**src/rtl/sum_guard_pkg.sv**
```systemverilog
package sum_guard_pkg;
  // majority of three: carry of a full-adder cell
  function automatic logic maj3(input logic a, input logic b, input logic c);
    return (a & b) | (c & (a ^ b));
  endfunction
endpackage

```
**src/rtl/operand_cond.sv**
```systemverilog
module operand_cond #(
  parameter int WIDTH = 32
) (
  input  logic [WIDTH-1:0] y_i,
  input  logic [WIDTH-1:0] s_i,
  input  logic             sub_i,
  output logic [WIDTH-1:0] yc_o,
  output logic [WIDTH-1:0] sn_o
);
  assign yc_o = y_i ^ {WIDTH{sub_i}};
  assign sn_o = ~s_i;
endmodule

```
**src/rtl/csa_row.sv**
```systemverilog
module csa_row #(
  parameter int WIDTH = 32
) (
  input  logic [WIDTH-1:0] a_i,
  input  logic [WIDTH-1:0] b_i,
  input  logic [WIDTH-1:0] c_i,
  output logic [WIDTH-1:0] sv_o,
  output logic [WIDTH-2:0] cv_o
);
  import sum_guard_pkg::*;
  for (genvar k = 0; k < WIDTH; k++) begin : g_cell
    assign sv_o[k] = a_i[k] ^ b_i[k] ^ c_i[k];
    // top carry would leave the word: never built
    if (k < WIDTH - 1) begin : g_cy
      assign cv_o[k] = maj3(a_i[k], b_i[k], c_i[k]);
    end
  end
endmodule

```
**src/rtl/vec_match.sv**
```systemverilog
module vec_match #(
  parameter int WIDTH = 32,
  parameter int GROUP = 4
) (
  input  logic [WIDTH-1:0] sv_i,
  input  logic [WIDTH-2:0] cv_i,
  input  logic             sub_i,
  output logic             err_o
);
  localparam int NGRP = (WIDTH + GROUP - 1) / GROUP;
  localparam int PADW = NGRP * GROUP;

  logic [WIDTH-1:0] h;
  logic [PADW-1:0]  miss;
  logic [NGRP-1:0]  grp_miss;

  assign h = {cv_i, sub_i};

  // agreeing bits mean the pair is not complementary
  for (genvar k = 0; k < PADW; k++) begin : g_miss
    if (k < WIDTH) begin : g_real
      assign miss[k] = ~(sv_i[k] ^ h[k]);
    end else begin : g_pad
      assign miss[k] = 1'b0;
    end
  end

  for (genvar g = 0; g < NGRP; g++) begin : g_or
    assign grp_miss[g] = |miss[g*GROUP +: GROUP];
  end

  assign err_o = |grp_miss;
endmodule

```
**src/rtl/sum_guard.sv**
```systemverilog
module sum_guard #(
  parameter int WIDTH   = 32,
  parameter bit REG_OUT = 1'b0
) (
  input  logic             clk_i,
  input  logic             rst_ni,
  input  logic [WIDTH-1:0] x_i,
  input  logic [WIDTH-1:0] y_i,
  input  logic [WIDTH-1:0] s_i,
  input  logic             sub_i,
  output logic             err_o
);
  logic [WIDTH-1:0] yc, sn, sv;
  logic [WIDTH-2:0] cv;
  logic             err_now;

  operand_cond #(.WIDTH(WIDTH)) u_cond (
    .y_i(y_i), .s_i(s_i), .sub_i(sub_i), .yc_o(yc), .sn_o(sn)
  );

  csa_row #(.WIDTH(WIDTH)) u_csa (
    .a_i(x_i), .b_i(yc), .c_i(sn), .sv_o(sv), .cv_o(cv)
  );

  vec_match #(.WIDTH(WIDTH)) u_match (
    .sv_i(sv), .cv_i(cv), .sub_i(sub_i), .err_o(err_now)
  );

  if (REG_OUT) begin : g_reg
    logic err_q;
    always_ff @(posedge clk_i or negedge rst_ni) begin
      if (!rst_ni) err_q <= 1'b0;
      else         err_q <= err_now;
    end
    assign err_o = err_q;
  end else begin : g_comb
    assign err_o = err_now;
  end

  // arithmetic reference for the checks below
  logic [WIDTH-1:0] ref_sum, wrap_lhs, wrap_rhs;
  assign ref_sum  = x_i + (sub_i ? ~y_i : y_i) + {{(WIDTH-1){1'b0}}, sub_i};
  assign wrap_lhs = sv + {cv, 1'b0};
  assign wrap_rhs = x_i + yc + sn;


  add_pass_chk: assert property (@(posedge clk_i) disable iff (!rst_ni)
    (!sub_i && s_i == ref_sum) |-> !err_now);

  sub_pass_chk: assert property (@(posedge clk_i) disable iff (!rst_ni)
    (sub_i && s_i == ref_sum) |-> !err_now);

  single_flip_chk: assert property (@(posedge clk_i) disable iff (!rst_ni)
    ($countones(s_i ^ ref_sum) == 1) |-> err_now);

  csa_wrap_chk: assert property (@(posedge clk_i) disable iff (!rst_ni)
    wrap_lhs == wrap_rhs);

  any_wrong_chk: assert property (@(posedge clk_i) disable iff (!rst_ni)
    (s_i != ref_sum) |-> err_now);

  if (REG_OUT) begin : g_reg_chk

    reg_delay_chk: assert property (@(posedge clk_i) disable iff (!rst_ni)
      1'b1 |=> (err_o == $past(s_i != ref_sum)));
  end
endmodule

```
**config.mk**
```make
export PLATFORM = sky130hd
export DESIGN_NAME = sum_guard
export DESIGN_NICKNAME = d
export VERILOG_FILES = /design/src/rtl/sum_guard_pkg.sv /design/src/rtl/operand_cond.sv /design/src/rtl/csa_row.sv /design/src/rtl/vec_match.sv /design/src/rtl/sum_guard.sv
export SDC_FILE = /design/constraint.sdc
export NUM_CORES = 1
export LEC_CHECK = 0
export BUFFER_PORTS_ARGS = -buffer_cell sky130_fd_sc_hd__buf_2
export CAP_MARGIN = 10
export CORE_UTILIZATION = 40
export DETAILED_ROUTE_END_ITERATION = 6
export MAX_ROUTING_LAYER = met4
export PLACE_DENSITY = 0.81
export SLEW_MARGIN = 20
export SYNTH_ARGS = -nofsm -noshare
export SYNTH_HDL_FRONTEND = slang
export SYNTH_HIERARCHICAL = 1
export SYNTH_SLANG_ARGS = --single-unit
```
**constraint.sdc**
```tcl
create_clock -name vclk -period 1.48
set_input_delay 0.074 -clock vclk [all_inputs]
set_output_delay 0.074 -clock vclk [all_outputs]
set_load 0.02 [all_outputs]
```
==> results_tabular.tex, run 1 <==
\begin{tabular}{lr}
\hline
Metric & Value \\
\hline
\multicolumn{2}{l}{\textbf{Outcome}} \\
\quad Status & complete, but fails checks \\
\quad Violated checks & negative setup slack \\
\multicolumn{2}{l}{\textbf{Final layout}} \\
\quad Register area & 0 µm² \\
\quad Number of clock buffers in the layout & 0 \\
\quad Post-route cell area & 0.002218 mm² \\
\quad ANT cells & 0 \\
\quad Final std cells w/o fill & 290 \\
\quad Proportion of layout cells with a drive suffix above 1 & 0.4918 \\
\quad Seq Cell Count & 0 \\
\quad Area grow syn2layout & 51.67\% \\
\quad Number of nets in the layout & 376 \\
\multicolumn{2}{l}{\textbf{Pwr}} \\
\quad Maximum VDD drop & 175.5 µV \\
\quad Areal power density over the cells & 385.3 mW/mm² \\
\quad Leakage power figure & 1.169 nW \\
\multicolumn{2}{l}{\textbf{Placed design}} \\
\quad Placed wire-length estimate & 3261 µm \\
\quad Number of buffer cells added on primary ports & 98 \\
\quad Number of cells after detailed placement & 286 \\
\quad Instance area at placement & 0.001989 mm² \\
\quad Placer congestion estimate & 0.8217 \\
\multicolumn{2}{l}{\textbf{Yosys}} \\
\quad Part of the Yosys area used for sequential elements & 0 \\
\quad Largest cells by area after synthesis & fa\_1, xor2\_1, inv\_1, buf\_12, nand4\_1 \\
\quad Number of nets in the synthesized netlist & 273 \\
\quad Synth warn & 6 \\
\quad Distinct cell type count after synthesis & 9 \\
\quad Gate Count Post-Synth & 143 \\
\quad Synth top area share & 0.4243 \\
\quad Post-synthesis area per instance & 10.23 µm² \\
\quad Library cell occupying the most area in the post-synthesis netlist & fa\_1 \\
\quad Top cell types by occurrence after synthesis & xor2\_1, inv\_1, fa\_1 \\
\quad Cell with the most instances after synthesis & xor2\_1 \\
\quad Synthesized area & 0.001463 mm² \\
\multicolumn{2}{l}{\textbf{Drt}} \\
\quad First-pass DRT Iterations & 3 \\
\quad DRT iter0 DRCs & 14 \\
\quad Total DRC errors in the routed layout & 0 \\
\quad Via-per-instance ratio & 4.359 \\
\quad Total wire length after detailed routing & 3711 µm \\
\quad Routed Antenna Nets & 0 \\
\quad Total number of vias & 1264 \\
\quad Routed wire per std cell & 12.80 µm \\
\multicolumn{2}{l}{\textbf{Floorplan}} \\
\quad Die Y-Extent & 62.47 µm \\
\quad Total Die Area & 0.003903 mm² \\
\quad Horiz. Die Dim & 62.47 µm \\
\quad IO Pins & 100 \\
\quad Core area & 0.003416 mm² \\
\quad Effective utilization at floorplan & 0.4282 \\
\quad \# rows & 21 \\
\multicolumn{2}{l}{\textbf{Clocking}} \\
\quad \# hold bufs at CTS & 0 \\
\multicolumn{2}{l}{\textbf{Setup path}} \\
\quad Setup crit start kind & input port \\
\quad Critical Path Start & sub\_i \\
\quad Critical setup path kind & input port to output pin \\
\quad Data arrival time of the worst path & 1.88 ns \\
\quad Slowest stage cell on the critical path & fa\_2 \\
\quad Sum of buffers and inverters on the critical path & 3 \\
\quad Endpoint class of the critical path & output pin \\
\quad Critical path data required time & 1.41 ns \\
\quad Critical Path Max Stage Delay & 0.59 ns \\
\quad Most used cell, CP & buf\_16 \\
\quad CP top delay family & adder cells \\
\quad Max Fanout on Critical Path & 7 \\
\quad Series of cell instances along the critical path & buf\_16, buf\_16, xor2\_4, fa\_2, xor2\_1, nand4\_1, nor4\_2, nand2\_1, buf\_6 \\
\multicolumn{2}{l}{\textbf{Timing}} \\
\quad Normalized max-slew margin & 0.8536 \\
\quad Worst-margin pin slew & 0.2176 ns \\
\quad Fin crit share & 1.321 \\
\quad Tmin final & 1.956 ns \\
\quad Unrepaired setup endpoints after global routing & true \\
\quad Final Hold Vio Count & 0 \\
\quad Max Slew Vio Count & 0 \\
\quad Summed negative setup slack over all endpoints & -0.4757 ns \\
\quad Min setup slack post-route & -0.4757 ns \\
\quad Fmax & 511.3 MHz \\
\quad Count of endpoints failing setup in the final report & 1 \\
\multicolumn{2}{l}{\textbf{Hold path}} \\
\quad Hold\_sp & x\_i[23] \\
\quad Worst hold-check path type & input port to output pin \\
\multicolumn{2}{l}{\textbf{Job}} \\
\quad Count of max-cap constraint violations & 0 \\
\multicolumn{2}{l}{\textbf{Global routing}} \\
\quad Maximum number of pins on one net before global-route repair & 10 \\
\quad Via count of the first global-routing pass & 1458 \\
\quad Number of antenna violations at the first check in global routing & 0 \\
\quad Gr ovfl total & 0 \\
\quad First-pass GRT wire length & 6113 µm \\
\quad GR Util All Layers & 0.2032 \\
\hline
\end{tabular}
## what timing repair did
item,CTS,global route
setup buffers,0,1
setup endpoints to repair,1,1
pin swaps,41,8
cloned,3,0
gates resized for setup,21,6
## cell usage in the layout, fill, tap and decap left out
cell     instances
buf_6            1
xor2_1          52
nor4_1           1
buf_2           96
xor2_4           1
xor2_2          11
xor3_1           1
buf_4            2
buf_12           2
nand2_1          1
buf_16           4
inv_1           32
nor4_2           1
fa_1            29
fa_2             2
nand4_1          8
## report_power, final
group,switching (mW),internal [mW],leakage [nW]
sequential,0,0,0
combinational,0.415,0.440,1.17
clock,0,0,0
## per-layer routing
layer	GRT usage	up-vias	routed length [µm]
met5	-	-	0
met4	0	0	15
met3	0.01642	2	219
met2	0.3818	57	2045
met1	0.2509	597	1430
li1	-	608	-
## layout make-up
class | count | area (µm²)
Multi-Input combinational cell | 107 | 1384
Fill cell | 304 | 1197
Timing Repair Buffer | 105 | 656.9
Inverter | 32 | 120.1
Tap cell | 46 | 57.56
## path summary, 6_finish.rpt
| path | slack [ns] | depth (start not counted) | to |
|---|---|---|---|
| worst max-delay path | -0.48 | 9 | err_o |
| worst min-delay path | 0.79 | 7 | err_o |
## metrics by stage
step / total power [mW] / setup slack (ns) / util / hold WS (ns)
after global placement: 0.7547 / -0.6187 / 0.5824 / 0.8130
after detailed placement: 0.7781 / -0.6072 / 0.5824 / 0.8135
final: 0.8548 / -0.4757 / 0.6495 / 0.7875
after CTS: 0.8484 / -0.4457 / 0.6366 / 0.8053
after global routing: 0.9523 / -0.6016 / 0.6495 / 0.8239
after floorplan: 0.5205 / -0.2779 / - / 0.4530
## tightest hold or removal path, stage by stage
cell     delay, ns
buf_2         0.09
fa_1          0.17
xor2_1        0.07
nand4_1       0.07
nor4_1        0.05
nand2_1       0.06
buf_6         0.12
## logic make-up (layout without fill, tap and decap cells)
kind of cell	after synthesis	after routing	share of synthesized area
fa+ha+maj	31	31	0.4243
simple gates	11	11	0.04534
xor+xnor	65	65	0.3995
buf+inv	36	137	0.1309
(Power assumes the default switching activity.)
==> run 2, diff against run 1 <==
--- a/config.mk
+++ b/config.mk
@@ -10,7 +10,7 @@
 export CORE_UTILIZATION = 40
 export DETAILED_ROUTE_END_ITERATION = 6
 export MAX_ROUTING_LAYER = met4
-export PLACE_DENSITY = 0.81
+export PLACE_DENSITY = 0.83
 export SLEW_MARGIN = 20
 export SYNTH_ARGS = -nofsm -noshare
 export SYNTH_HDL_FRONTEND = slang
==> run 2 against run 1 <==
Net effect:
- the run still ends with negative setup slack left
- first-iteration DRC count grew to 2.5 times the previous value
- final cell count rose by 1.4%
- total power down 2.9%
- wire length increased by 2.1%
- core utilization down 0.37 points
- critical path type unchanged
- critical path depth is 1 higher
- via count is 2.9% higher
- flip-flop and latch count did not move
- non-clock buffer count is 4 higher
- maximum frequency is 1.8% lower
- sequential share of layout area stayed put
==> results_tabular.tex, run 2 (synthesis gave the netlist of run 1 again) <==
\begin{tabular}{lr}
\hline
Metric & Value \\
\hline
\multicolumn{2}{l}{\textbf{Drt}} \\
\quad Routed Antenna Nets & 0 \\
\quad DRT iter0 DRCs & 35 \\
\quad Total number of vias & 1301 \\
\quad Routed wire per std cell & 12.89 µm \\
\quad Total wire length after detailed routing & 3790 µm \\
\quad First-pass DRT Iterations & 2 \\
\quad Total DRC errors in the routed layout & 0 \\
\quad Via-per-instance ratio & 4.425 \\
\multicolumn{2}{l}{\textbf{Setup path}} \\
\quad Sum of buffers and inverters on the critical path & 4 \\
\quad Series of cell instances along the critical path & buf\_12, clkbuf\_16, buf\_6, xor2\_2, fa\_1, xor2\_1, nand4\_1, nor4\_1, nand2\_1, buf\_6 \\
\quad Data arrival time of the worst path & 1.92 ns \\
\quad Critical setup path kind & input port to output pin \\
\quad Setup crit start kind & input port \\
\quad Critical path data required time & 1.41 ns \\
\quad Most used cell, CP & buf\_6 \\
\quad Max Fanout on Critical Path & 5 \\
\quad Critical Path Max Stage Delay & 0.53 ns \\
\quad CP top delay family & buffers and inverters \\
\quad Slowest stage cell on the critical path & fa\_1 \\
\quad Endpoint class of the critical path & output pin \\
\multicolumn{2}{l}{\textbf{Final layout}} \\
\quad Post-route cell area & 0.002206 mm² \\
\quad Proportion of layout cells with a drive suffix above 1 & 0.4839 \\
\quad Utilization of the core after routing & 0.6458 \\
\quad Most frequent cells in the layout & buf\_2, xor2\_1, inv\_1 \\
\quad Commonest non-fill, non-tap cell in the layout & buf\_2 \\
\quad ANT cells & 0 \\
\quad Register area & 0 µm² \\
\quad Seq Cell Count & 0 \\
\quad Number of clock buffers in the layout & 0 \\
\quad Number of nets in the layout & 380 \\
\quad Area grow syn2layout & 50.81\% \\
\multicolumn{2}{l}{\textbf{Timing}} \\
\quad Unrepaired setup endpoints after global routing & true \\
\quad Fin crit share & 1.345 \\
\quad Min setup slack post-route & -0.5107 ns \\
\quad Worst-margin pin slew & 0.2160 ns \\
\quad Count of endpoints failing setup in the final report & 1 \\
\quad Tmin final & 1.991 ns \\
\quad Max Slew Vio Count & 0 \\
\quad Final Hold Vio Count & 0 \\
\quad Summed negative setup slack over all endpoints & -0.5107 ns \\
\quad Fmax & 502.3 MHz \\
\quad Normalized max-slew margin & 0.8547 \\
\multicolumn{2}{l}{\textbf{Pwr}} \\
\quad Pwr Total & 0.8298 mW \\
\quad Sequential Power Share & 0 \\
\quad Maximum VDD drop & 172.6 µV \\
\quad Leakage power figure & 1.182 nW \\
\quad Power dissipated by switching net loads & 0.3999 mW \\
\quad Internal Pwr Total & 0.4300 mW \\
\quad Clock network fraction of design power & 0 \\
\quad Net switching fraction of the power & 0.4819 \\
\quad Share of total power in combinational logic & 1.000 \\
\quad Areal power density over the cells & 376.2 mW/mm² \\
\multicolumn{2}{l}{\textbf{Global routing}} \\
\quad Gr ovfl total & 0 \\
\quad GR Util All Layers & 0.1792 \\
\quad Via count of the first global-routing pass & 1376 \\
\quad First-pass GRT wire length & 5437 µm \\
\quad Maximum number of pins on one net before global-route repair & 20 \\
\quad Number of antenna violations at the first check in global routing & 0 \\
\multicolumn{2}{l}{\textbf{Hold path}} \\
\quad Worst hold-check path type & input port to output pin \\
\multicolumn{2}{l}{\textbf{Floorplan}} \\
\quad Total Die Area & 0.003903 mm² \\
\quad Effective utilization at floorplan & 0.4282 \\
\quad Core area & 0.003416 mm² \\
\quad Horiz. Die Dim & 62.47 µm \\
\quad IO Pins & 100 \\
\quad \# rows & 21 \\
\quad Die Y-Extent & 62.47 µm \\
\multicolumn{2}{l}{\textbf{Job}} \\
\quad Count of max-cap constraint violations & 0 \\
\multicolumn{2}{l}{\textbf{Placed design}} \\
\quad Placed wire-length estimate & 3145 µm \\
\quad Number of buffer cells added on primary ports & 98 \\
\quad Placer congestion estimate & 0.8378 \\
\quad Instance area at placement & 0.001994 mm² \\
\quad Setup WS pre-CTS & -0.5614 ns \\
\multicolumn{2}{l}{\textbf{Outcome}} \\
\quad Status & complete, but fails checks \\
\quad Violated checks & negative setup slack \\
\multicolumn{2}{l}{\textbf{Clocking}} \\
\quad \# hold bufs at CTS & 0 \\
\hline
\end{tabular}
==> run 2: power by group through the flow <==
stage	combinational, mW	clock (mW)	sequential, mW
2_1_floorplan	0.520	0	0
3_3_place_gp	0.752	0	0
3_5_place_dp	0.773	0	0
4_1_cts	0.781	0	0
5_1_grt	0.927	0	0
6_report	0.830	0	0
==> run 2: final cells by class <==
type                       count  area [µm²]
fill                         306        1210
inverter                      32       120.1
multi-input combinational    107        1353
tap                           46       57.56
timing repair buffer         109       675.6
==> run 2: tightest hold or removal path, cell delays in order <==
cell and delay [ns]:
buf_2 0.09, fa_1 0.17, xor2_1 0.07, nand4_1 0.07, nor4_1 0.05, nand2_1 0.08, buf_6 0.12
==> run 2: final timing paths <==
path | from | to | slack (ns) | depth (start not counted)
max | sub_i | err_o | -0.51 | 10
min | x_i[17] | err_o | 0.80 | 7
==> run 2: metrics by stage <==
step,hold slack [ns],std cells
finish,0.8041,294
global route,0.8403,294
CTS,0.8344,285
detailed placement,0.8371,285
global placement,0.8244,285
floorplan,0.4530,143
==> run 2: what timing repair did <==
action,CTS,global route
gates cloned,0,3
setup buffers,0,6
endpoints found under the setup margin,1,1
gates resized for setup,1,16
pin swaps,2,35
==> run 2: routing by layer <==
layer | global-route usage | routed length [µm] | vias up
li1 | - | - | 615
met1 | 0.2067 | 1459 | 606
met2 | 0.3274 | 2005 | 70
met3 | 0.02190 | 247 | 10
met4 | 0.04360 | 78 | 0
met5 | - | 0 | -
==> run 3, diff against run 2 <==
--- a/config.mk
+++ b/config.mk
@@ -5,12 +5,13 @@
 export SDC_FILE = /design/constraint.sdc
 export NUM_CORES = 1
 export LEC_CHECK = 0
-export BUFFER_PORTS_ARGS = -buffer_cell sky130_fd_sc_hd__buf_2
 export CAP_MARGIN = 10
-export CORE_UTILIZATION = 40
+export CORE_MARGIN = 5
+export CORE_UTILIZATION = 50
 export DETAILED_ROUTE_END_ITERATION = 6
+export DONT_BUFFER_PORTS = 1
 export MAX_ROUTING_LAYER = met4
-export PLACE_DENSITY = 0.83
+export PLACE_DENSITY = 0.7
 export SLEW_MARGIN = 20
 export SYNTH_ARGS = -nofsm -noshare
 export SYNTH_HDL_FRONTEND = slang
==> run 3 against run 2 <==
Net effect:
- the run still ends with negative setup slack left
- non-clock buffer count fell by 109
- flip-flop and latch count did not move
- combinational power fell by 29%
- core utilization fell by 12 points
- design area fell by 34%
- sequential share of layout area did not move
- global-route usage fell by 2.0 points
- largest cell class unchanged
==> results_tabular.tex, run 3 (synthesis gave the netlist of run 1 again) <==
\begin{tabular}{lr}
\hline
Metric & Value \\
\hline
\multicolumn{2}{l}{\textbf{Timing}} \\
\quad Worst hold slack after final layout & 0.5133 ns \\
\quad Unrepaired setup endpoints after global routing & true \\
\quad Final Hold Vio Count & 0 \\
\quad Worst-margin pin slew & 0.2373 ns \\
\quad Count of endpoints failing setup in the final report & 1 \\
\quad Fmax & 613.1 MHz \\
\quad Tmin final & 1.631 ns \\
\quad Fin crit share & 1.102 \\
\quad Max Slew Vio Count & 0 \\
\quad Normalized max-slew margin & 0.8405 \\
\quad Min setup slack post-route & -0.1510 ns \\
\multicolumn{2}{l}{\textbf{Floorplan}} \\
\quad Core area & 0.002781 mm² \\
\quad Horiz. Die Dim & 64.09 µm \\
\quad IO Pins & 100 \\
\quad Effective utilization at floorplan & 0.5259 \\
\quad Total Die Area & 0.004107 mm² \\
\quad \# rows & 19 \\
\quad Die Y-Extent & 64.09 µm \\
\multicolumn{2}{l}{\textbf{Final layout}} \\
\quad Area grow syn2layout & -0.1711\% \\
\quad Seq Cell Count & 0 \\
\quad Number of nets in the layout & 271 \\
\quad Proportion of layout cells with a drive suffix above 1 & 0.03597 \\
\quad Register area & 0 µm² \\
\quad Commonest non-fill, non-tap cell in the layout & xor2\_1 \\
\quad Most frequent cells in the layout & xor2\_1, inv\_1, fa\_1 \\
\quad Utilization of the core after routing & 0.5250 \\
\quad Number of clock buffers in the layout & 0 \\
\quad ANT cells & 0 \\
\multicolumn{2}{l}{\textbf{Outcome}} \\
\quad Status & complete, but fails checks \\
\quad Violated checks & negative setup slack \\
\multicolumn{2}{l}{\textbf{Setup path}} \\
\quad Series of cell instances along the critical path & xor2\_2, fa\_1, xor2\_1, nand4\_1, nor4\_2, nand2\_2 \\
\quad Endpoint class of the critical path & output pin \\
\quad Setup crit start kind & input port \\
\quad Critical Path Max Stage Delay & 0.54 ns \\
\quad Critical setup path kind & input port to output pin \\
\quad Critical path data required time & 1.41 ns \\
\quad Sum of buffers and inverters on the critical path & 0 \\
\quad Slowest stage cell on the critical path & fa\_1 \\
\quad Max Fanout on Critical Path & 1 \\
\quad Critical Path Start & y\_i[25] \\
\quad CP top delay family & simple AND/OR/NAND/NOR gates \\
\quad Data arrival time of the worst path & 1.56 ns \\
\multicolumn{2}{l}{\textbf{Hold path}} \\
\quad Worst hold-check path type & input port to output pin \\
\quad Hold\_sp & sub\_i \\
\multicolumn{2}{l}{\textbf{Drt}} \\
\quad Total number of vias & 862 \\
\quad DRT iter0 DRCs & 10 \\
\quad Total DRC errors in the routed layout & 0 \\
\quad Routed Antenna Nets & 0 \\
\quad Routed wire per std cell & 18.52 µm \\
\quad Total wire length after detailed routing & 3149 µm \\
\quad Via-per-instance ratio & 5.071 \\
\quad First-pass DRT Iterations & 3 \\
\multicolumn{2}{l}{\textbf{Pwr}} \\
\quad Leakage power figure & 0.6939 nW \\
\quad Maximum VDD drop & 231.9 µV \\
\quad Pwr Total & 0.5927 mW \\
\quad Areal power density over the cells & 405.9 mW/mm² \\
\multicolumn{2}{l}{\textbf{Job}} \\
\quad Count of max-cap constraint violations & 0 \\
\multicolumn{2}{l}{\textbf{Clocking}} \\
\quad Buffer count from post-CTS setup fixing & 0 \\
\quad \# hold bufs at CTS & 0 \\
\multicolumn{2}{l}{\textbf{Placed design}} \\
\quad Placer congestion estimate & 0.7699 \\
\quad Placed wire-length estimate & 2973 µm \\
\quad Number of buffer cells added on primary ports & 0 \\
\multicolumn{2}{l}{\textbf{Global routing}} \\
\quad Via count of the first global-routing pass & 1080 \\
\quad Gr ovfl total & 0 \\
\quad Maximum number of pins on one net before global-route repair & 34 \\
\quad First-pass GRT wire length & 5078 µm \\
\quad Number of antenna violations at the first check in global routing & 0 \\
\quad GR Util All Layers & 0.1588 \\
\hline
\end{tabular}
[run 3: changes by cell type in the layout (fill, tap and decap cells not counted), sizes merged]
cell | before | now
clkbuf | 3 | 0
buf | 106 | 0
[run 3: through the flow]
step / setup WS, ns / cells / TNS (ns) / area [µm²]
2_1_floorplan: -0.2779 / 143 / -0.2779 / 1486
3_3_place_gp: -0.1772 / 170 / -0.1772 / 1445
3_5_place_dp: -0.1748 / 170 / -0.1748 / 1445
4_1_cts: -0.1843 / 170 / -0.1843 / 1445
5_1_grt: -0.2614 / 170 / -0.2614 / 1460
6_report: -0.1510 / 170 / -0.1510 / 1460
[run 3: worst paths after layout]
check	endpoint	slack (ns)	depth (start not counted)
worst max-delay path	err_o	-0.15	6
worst min-delay path	err_o	0.51	4
[run 3: worst min-delay path: cells and delay by family]
kind / cells / cell delay [ns]
AND/OR/NAND/NOR: 3 / 0.30
XOR/XNOR: 1 / 0.05
[run 3: per-layer routing]
| layer | GRT usage | routed length (µm) |
|---|---|---|
| met5 | - | 0 |
| met2 | 0.2977 | 1790 |
| met3 | 0.01926 | 243 |
| met4 | 0 | 15 |
| met1 | 0.1923 | 1099 |
[run 3: final cells by class]
class,count,area [µm²]
Fill cell,259,1321
Tap cell,31,38.79
Multi-Input combinational cell,107,1301
Inverter,32,120.1
[run 3: report_power, final]
| group | switching [mW] | internal [mW] | leakage (nW) |
|---|---|---|---|
| sequential | 0 | 0 | 0 |
| clock | 0 | 0 | 0 |
| combinational | 0.300 | 0.292 | 0.694 |
[run 3: timing repair]
| item | 4_1_cts | 5_1_grt |
|---|---|---|
| endpoints found under the setup margin | 1 | 1 |
| resized for setup | 0 | 3 |
| cloned | 0 | 0 |
| pin swaps | 0 | 4 |
